[config.mk]
export PLATFORM = sky130hd
export DESIGN_NAME = gpio_wake_detect
export DESIGN_NICKNAME = d
export VERILOG_FILES = /design/src/rtl/wake_pkg.sv /design/src/rtl/wake_sync.sv /design/src/rtl/wake_debounce.sv /design/src/rtl/wake_event_fsm.sv /design/src/rtl/gpio_wake_detect.sv
export SDC_FILE = /design/constraint.sdc
export NUM_CORES = 1
export LEC_CHECK = 0
export BUFFER_PORTS_ARGS = -buffer_cell sky130_fd_sc_hd__buf_2
export CORE_AREA = 2 2 39 41
export CTS_BUF_LIST = sky130_fd_sc_hd__clkbuf_16
export CTS_CLUSTER_DIAMETER = 120
export DETAILED_ROUTE_END_ITERATION = 6
export DIE_AREA = 0 0 41 43
export PLACE_DENSITY_LB_ADDON = 0.25
export RECOVER_POWER = 25
export SYNTH_ARGS = -nofsm -noshare
export SYNTH_HDL_FRONTEND = slang
export SYNTH_SLANG_ARGS = --single-unit
[constraint.sdc]
create_clock -name clk -period 2.7 [get_ports clk]
set_input_delay 0.135 -clock clk [delete_from_list [all_inputs] [get_ports clk]]
set_output_delay 0.135 -clock clk [all_outputs]
set_load 0.01 [all_outputs]
[src/rtl/wake_pkg.sv]
package wake_pkg;

    // debounce filter states
    typedef enum logic {
        DB_STEADY = 1'b0,
        DB_WAIT   = 1'b1
    } db_state_e;

    // edge event states
    typedef enum logic {
        EV_IDLE    = 1'b0,
        EV_LATCHED = 1'b1
    } ev_state_e;

    typedef struct packed {
        logic level_mode;
        logic rise_high;
        logic deb_on;
    } wake_cfg_t;

    localparam wake_cfg_t CFG_DEFAULT = '{level_mode: 1'b0, rise_high: 1'b0, deb_on: 1'b1};

endpackage

[src/rtl/wake_sync.sv]
module wake_sync #(
    parameter int   STAGES  = 2,
    parameter logic RST_VAL = 1'b1
) (
    input  logic clk,
    input  logic rst_n,
    input  logic d,
    output logic q
);
    logic [STAGES-1:0] chain;

    always_ff @(posedge clk) begin
        if (!rst_n) begin
            chain <= {STAGES{RST_VAL}};
        end else begin
            chain <= {chain[STAGES-2:0], d};
        end
    end

    assign q = chain[STAGES-1];
endmodule

[src/rtl/wake_debounce.sv]
module wake_debounce
    import wake_pkg::*;
#(
    parameter int   HOLD_CYCLES = 8,
    parameter logic RST_VAL     = 1'b1
) (
    input  logic clk,
    input  logic rst_n,
    input  logic bypass,
    input  logic din,
    output logic dout,
    output logic held
);
    localparam int CW = $clog2(HOLD_CYCLES + 1);
    localparam logic [CW-1:0] LAST = CW'(HOLD_CYCLES - 1);
    localparam logic [CW-1:0] ONE  = CW'(1);

    db_state_e      st, st_n;
    logic [CW-1:0]  cnt, cnt_n;
    logic           acc, acc_n;

    // state register
    always_ff @(posedge clk) begin
        if (!rst_n) begin
            st  <= DB_STEADY;
            cnt <= '0;
            acc <= RST_VAL;
        end else begin
            st  <= st_n;
            cnt <= cnt_n;
            acc <= acc_n;
        end
    end

    // next state
    always_comb begin
        st_n  = st;
        cnt_n = cnt;
        acc_n = acc;
        if (bypass) begin
            st_n  = DB_STEADY;
            cnt_n = '0;
            acc_n = din;
        end else begin
            unique case (st)
                DB_STEADY: begin
                    if (din != acc) begin
                        st_n  = DB_WAIT;
                        cnt_n = ONE;
                    end
                end
                DB_WAIT: begin
                    if (din == acc) begin
                        st_n  = DB_STEADY;
                        cnt_n = '0;
                    end else if (cnt == LAST) begin
                        st_n  = DB_STEADY;
                        cnt_n = '0;
                        acc_n = din;
                    end else begin
                        cnt_n = cnt + ONE;
                    end
                end
                default: st_n = DB_STEADY;
            endcase
        end
    end

    // outputs
    always_comb begin
        dout = bypass ? din : acc;
        held = acc;
    end
endmodule

[src/rtl/wake_event_fsm.sv]
module wake_event_fsm
    import wake_pkg::*;
#(
    parameter logic RST_VAL = 1'b1
) (
    input  logic      clk,
    input  logic      rst_n,
    input  wake_cfg_t cfg,
    input  logic      sense,
    input  logic      clr,
    output logic      evt,
    output logic      latched
);
    ev_state_e st, st_n;
    wake_cfg_t cfg_q;
    logic      prev;
    logic      reconf;
    logic      hit;

    // state register
    always_ff @(posedge clk) begin
        if (!rst_n) begin
            st    <= EV_IDLE;
            cfg_q <= CFG_DEFAULT;
            prev  <= RST_VAL;
        end else begin
            st    <= st_n;
            cfg_q <= cfg;
            prev  <= sense;
        end
    end

    always_comb begin
        reconf = (cfg != cfg_q);
        hit    = !reconf && (prev != sense) && (sense == cfg.rise_high);
    end

    // next state
    always_comb begin
        st_n = st;
        unique case (st)
            EV_IDLE:    if (!clr && !cfg.level_mode && hit) st_n = EV_LATCHED;
            EV_LATCHED: if (clr || cfg.level_mode)          st_n = EV_IDLE;
            default:    st_n = EV_IDLE;
        endcase
    end

    // outputs
    always_comb begin
        latched = (st == EV_LATCHED);
        evt     = cfg.level_mode ? (sense == cfg.rise_high) : latched;
    end
endmodule

[src/rtl/gpio_wake_detect.sv]
module gpio_wake_detect
    import wake_pkg::*;
#(
    parameter int   DEB_CYCLES  = 8,
    parameter int   SYNC_STAGES = 2,
    parameter logic IDLE_LEVEL  = 1'b1
) (
    input  logic clk,
    input  logic rst_n,
    input  logic pin_raw,
    input  logic cfg_level_mode,
    input  logic cfg_rise_high,
    input  logic cfg_deb_on,
    input  logic evt_clr,
    output logic wake_evt
);
    wake_cfg_t cfg_now;
    logic      pin_sync;
    logic      pin_clean;
    logic      deb_held;
    logic      evt_latched;

    always_comb begin
        cfg_now.level_mode = cfg_level_mode;
        cfg_now.rise_high  = cfg_rise_high;
        cfg_now.deb_on     = cfg_deb_on;
    end

    wake_sync #(
        .STAGES  (SYNC_STAGES),
        .RST_VAL (IDLE_LEVEL)
    ) u_sync (
        .clk   (clk),
        .rst_n (rst_n),
        .d     (pin_raw),
        .q     (pin_sync)
    );

    wake_debounce #(
        .HOLD_CYCLES (DEB_CYCLES),
        .RST_VAL     (IDLE_LEVEL)
    ) u_deb (
        .clk    (clk),
        .rst_n  (rst_n),
        .bypass (!cfg_deb_on),
        .din    (pin_sync),
        .dout   (pin_clean),
        .held   (deb_held)
    );

    wake_event_fsm #(
        .RST_VAL (IDLE_LEVEL)
    ) u_evt (
        .clk     (clk),
        .rst_n   (rst_n),
        .cfg     (cfg_now),
        .sense   (pin_clean),
        .clr     (evt_clr),
        .evt     (wake_evt),
        .latched (evt_latched)
    );
endmodule

* Word level (Yosys, flattened, before mapping)
Cells that the tools add are included.
** Storage, ports and cells
- Output and inout bits :: 1
- Input port bits :: 7
- Memories kept :: 0
- RAM bits :: 0
- Flip-flop bits (word level) :: 13
- Memory bits (read-only) :: 0
- Bits in latches :: 0
** Operators by class
- Reductions and logical operators :: 10
- Eq/ne operators :: 10
- Muxes and demuxes :: 17
- Shift-type cells :: 0
- Order comparisons :: 0
- Divide/modulo/power cells :: 0
- Bitwise operators :: 2
- $add $sub $neg :: 1
- Multipliers :: 0
** Operators with widths (count)
- $mux W4 :: 3
- $mux W1 :: 11
- $pmux W4 S2 :: 1
- $ne A2 B1 Y1 const B :: 3
- $add A4 B1 Y4 const B :: 1
- $eq A4 B3 Y1 const B :: 1
- $logic_and A1 B1 Y1 :: 4
- $pmux W1 S2 :: 2
- $logic_not A1 Y1 :: 3
- $ne A3 B3 Y1 :: 1
- $reduce_and A3 Y1 :: 1
- $eq A1 B1 Y1 :: 2
- $ne A1 B1 Y1 :: 2
- $ne A2 B2 Y1 const B :: 1
- $not A1 Y1 :: 2
- $reduce_and A2 Y1 :: 1
- $logic_or A1 B1 Y1 :: 1

* Logic depth before layout (Yosys ltp)
- Depth in word-level cells :: 7
- Depth in mapped cells :: 4
- Mapped depth without buffers :: 4

* By module
Synthesis repeated with hierarchy kept, for this count alone.
** Second synthesis, totals
- Cell total of the unflattened synthesis :: 59
- Area total of the unflattened synthesis :: 581.8 µm²
** Modules (own cells, without submodules)
- wake_debounce :: area an instance 329.1 µm², cells an instance 37, instances 1
- wake_event_fsm :: area an instance 196.4 µm², cells an instance 17, instances 1
- wake_sync :: area an instance 52.6 µm², cells an instance 4, instances 1
- gpio_wake_detect :: area an instance 3.8 µm², cells an instance 1, instances 1

* Worst setup path before layout
No wires, ideal clock.
- Kind :: register -> register
- From :: register u_deb.cnt[0]
- To :: register u_deb.cnt[3]
- Setup slack :: 1274 ps
- Stages on the path, launching flop included :: 5
- Data arrival time :: 1352 ps
- Buffers on the path :: 0
- Period minus slack after synthesis :: 1426 ps
- Setup time :: 73 ps
- Cells stage by stage :: dfxtp_1 > ha_1 > and3b_2 > or4_1 > o211ai_2
** Between the ends
- Cells in the longest elaborated chain, start to end :: 4
- Elaborated cells on any way between the ends :: 5
- Those cells by class :: 1 x add/sub; 1 x eq/ne; 3 x mux
** Ends and longest elaborated chain
- start: declaration :: RTL line wake_debounce.sv:19 : logic [CW-1:0] cnt, cnt_n;
- start signal: assignment :: RTL line wake_debounce.sv:30 : cnt <= cnt_n;
- $add A4 B1 Y4 / $eq A4 B3 Y1 (equally long branches) :: RTL line wake_debounce.sv:61, wake_debounce.sv:56
- $mux W4 * :: RTL line wake_debounce.sv:56 : end else if (cnt == LAST) begin
- $mux W4 * :: RTL line wake_debounce.sv:53 : if (din == acc) begin
- $pmux W4 S2 * :: RTL line wake_debounce.sv:45 : unique case (st)
Mark *: on every way between the ends. The rest lies on a longest branch, timed or not.
A chain may end at the register's enable or synchronous reset.

* Final worst setup path
Ends and elaborated chain as after synthesis.

==> Implementation_results.wiki <==
{| class="wikitable"
! Metric !! Value
|-
| Clk sinks || 13
|-
| Depth of the most critical reg-to-reg path || 4
|-
| Actual slew at the worst max-slew pin || 415 ps
|-
| Number of detailed-route iterations in the first pass || 4
|-
| Hold Path Class || input pin to flop
|-
| Vias in the first global route || 437
|-
| Instance area at placement || 628 um^2
|-
| Final clock period utilization by the worst path || a little under three fifths
|-
| Net switching power || 0.0000979 W
|-
| Stages on the worst setup path || 4
|-
| Seq pwr share || 40.3%
|-
| Most used flip-flop cell after synthesis || dfxtp_1
|-
| Non-filler instance count after layout || 86
|-
| Post-detail-place hpwl || just over 700 um
|-
| Share of synthesized area spent on multiplexers || 3.45%
|-
| Setup fix buffers added after clock tree synthesis || 0
|-
| Crit path DAT || 1660 ps
|-
| TritonCTS Buffers || 3
|-
| Unrepaired setup endpoints after global routing || no
|-
| Remaining global-route overflow || 0
|-
| CTS Root Cell || clkbuf_16
|-
| Drt drc || 0
|-
| Post-synthesis adder-cell area fraction || 2.16%
|-
| Post-cts repair resize count || 0
|-
| Worst path bufs/invs || 0
|-
| Synth Area in Compound Gates || 8.41%
|-
| TritonCTS clock tree || built
|-
| Post-Place Cells || slightly above 80
|-
| DRT Wirelength || 998 um
|-
| Number of buffers inserted for hold repair after clock tree synthesis || 0
|-
| Final Util || 50.9%
|-
| Post-synth EDFFs || 0
|-
| Row Count || 14
|-
| Top cell types by occurrence after synthesis || 13 x dfxtp_1, 7 x nand3_1, 4 x nand4b_1
|-
| Status || finished, final reports clean
|-
| Cell count after synthesis || 61
|-
| Wire length of the first global-routing pass || 1790 um
|-
| FF+latch count, synth || 13
|-
| Fraction of final layout cells sized beyond drive strength 1 || 15.7%
|-
| Initial antenna violation count || 0
|-
| Maximum cell stage delay along the critical path || 480 ps
|-
| DR WL/cell || about 12 um
|-
| Unique cell type count in the Yosys netlist || 28
|-
| Start-to-end type of the worst setup path || flop to flop
|-
| Std-Cell Core Area || 1380 um^2
|-
| Initial DRC count || 5
|-
| Crit path max-delay cell type || or4_1
|-
| Cell Area, Synth || about 580 um^2
|-
| Synthesized area per cell || 9.52 um^2
|-
| P_leak || 0.275 nW
|-
| Leading cell type by number of instances after synthesis || dfxtp_1
|-
| Largest cells by area after synthesis || dfxtp_1 45%, nand3_1 6.0%, nand4b_1 6.0%, xnor2_1 4.5%, mux2i_1 3.4%
|-
| Hold Path Stages || 2
|-
| Count of boundary I/O pins || 8
|-
| Combinational family with the most area after synthesis || simple AND/OR/NAND/NOR gates
|-
| Critical path required time || 2870 ps
|-
| Final setup skew || 0.976 ps
|-
| Synth warn || 0
|-
| Global-route usage over all layers || 15.3%
|-
| Net count reported at finish || 79
|-
| Starting density of the core || between 40% and 50%
|-
| Net Sw Frac || 19.3%
|-
| Max rail drop VDD || between 0.3 and 0.4 mV
|-
| Family with the most delay on the worst path || simple AND/OR/NAND/NOR gates
|-
| Share of synthesized flip-flops with an asynchronous set or reset || 0%
|-
| Clock transition at path regs || 40 ps
|-
| Number of endpoints with negative hold slack in the final report || 0
|-
| Fraction of synthesized cell area taken by the top area cell type || between 40% and 50%
|-
| Number of slew-limit violations in the final report || 0
|-
| Die area || ~1800 um^2
|-
| Xor and xnor fraction of the mapped netlist area || roughly 6.0%
|-
| Vias per cell || 5.42
|-
| Post-DRT Antenna Nets || 0
|-
| Internal power of the cells || around 0.00041 W
|-
| Max-cap check violation count || 0
|-
| Buffer depth of the longest clock path || 2
|-
| Area Growth Syn to Fin || 21.3%
|-
| Combinational fraction of design power || 6.5%
|-
| Total negative slack || 0 ps
|-
| Count of input and output buffers || 7
|-
| Dominant cell type by area after synthesis || dfxtp_1
|-
| Areal power density over the cells || 719 nW/um^2
|-
| Number of vias after detailed routing || 466
|-
| Ordered cell list for the critical path || ha_1, and3b_2, or4_1, o211ai_2
|-
| Antenna Diode Count || 0
|-
| Fraction of power consumed by the clock network || 53.3%
|-
| Worst setup SP type || flop
|-
| Chip Height || 43 um
|-
| Worst relative slew slack || roughly 72%
|-
| Fin crit period || 1490 ps
|-
| Final non-filler cell area || 704 um^2
|-
| Maximum fanout along the worst path || 4
|-
| Capturing element type of the critical path || flop
|-
| Pin count of the biggest net entering global routing || 12
|-
| Final RePlAce weighted congestion || 0.767
|-
| Sequential share of the synthesized area || 44.8%
|-
| Post-synthesis net count || 69
|-
| Setup slack of the most critical reg-to-reg path || between 1000 and 1500 ps
|-
| Setup-failing EPs final || 0
|-
| H-tree depth || 1
|-
| Worst-Skew Late Latency || 240 ps
|-
| Die span in x || 41 um
|-
| Achievable frequency || a little under 700 MHz
|-
| Area fraction in and, or, nand and nor cells after synthesis || between 30% and 40%
|}
## power by group through the flow
stage          clock (W)  sequential (W)  combinational (W)
6_report        0.000270        0.000204          0.0000327
5_1_grt         0.000286        0.000205          0.0000367
3_3_place_gp           0        0.000207          0.0000330
3_5_place_dp           0        0.000207          0.0000331
2_1_floorplan          0        0.000206          0.0000232
4_1_cts         0.000275        0.000204          0.0000338
## through the flow
| stage | hold WS, ps | total power, W | setup WS [ps] |
|---|---|---|---|
| floorplan | 236 | 0.000230 | 1270 |
| global placement | 328 | 0.000240 | 1240 |
| detailed placement | 327 | 0.000240 | 1220 |
| CTS | 82.2 | 0.000513 | 1210 |
| global route | 98.1 | 0.000527 | 1110 |
| finish | 83.0 | 0.000507 | 1210 |
## cell families (layout without fill, tap and decap cells)
kind of cell,after synthesis,after routing
buffers and inverters,3,12
XOR/XNOR,4,4
AO/OA/AOI/OAI,7,7
adder cells (fa/ha/maj),1,1
multiplexers,2,2
AND/OR/NAND/NOR,31,31
flip-flops,13,13
## final cells by class
class                   count  area [um^2]
flip-flops and latches     13          260
clock inverters             1         3.75
clock buffers               3         75.1
multi-input cells          45          309
well taps                  16         20.0
repair buffers              7         32.5
inverters                   1         3.75
fillers                   138          679
## worst paths after layout
check,to,startpoint
max,u_deb.cnt[3]$_SDFFE_PN0P_,u_deb.cnt[0]$_SDFFE_PN0P_
min,u_sync.chain[0]$_SDFF_PN1_,pin_raw
max reg2reg,u_deb.cnt[3]$_SDFFE_PN0P_,u_deb.cnt[0]$_SDFFE_PN0P_
min reg2reg,u_sync.chain[1]$_SDFF_PN1_,u_sync.chain[0]$_SDFF_PN1_
## state kept, by name (all words and copies together), names as in the netlist
register and cells:
u_deb.cnt 4, u_deb.held 1, u_deb.st 1, u_evt.cfg_q 3, u_evt.latched 1, u_evt.prev 1
u_sync.chain 2
## per-layer routing
layer	up-vias	routed length, um	GRT usage (%)	part of all wire (%)
met1	212	481	19.4	48
li1	240	-	-	-
met2	11	463	21.6	46
met3	3	34	4.71	3.4
met4	0	19	10.0	1.9
met5	-	0	0	0
## layout by cell type (no fill, tap or decap), types with 2 or more instances in the layout
| master | n |
|---|---|
| a21oi_1 | 2 |
| and2_1 | 2 |
| buf_2 | 5 |
| clkbuf_1 | 2 |
| clkbuf_16 | 3 |
| dfxtp_1 | 13 |
| inv_1 | 2 |
| mux2i_1 | 2 |
| nand2_1 | 2 |
| nand2b_1 | 3 |
| nand3_1 | 7 |
| nand4b_1 | 4 |
| nor2_1 | 3 |
| nor3b_1 | 2 |
| xnor2_1 | 3 |
(Power assumes the default switching activity.)
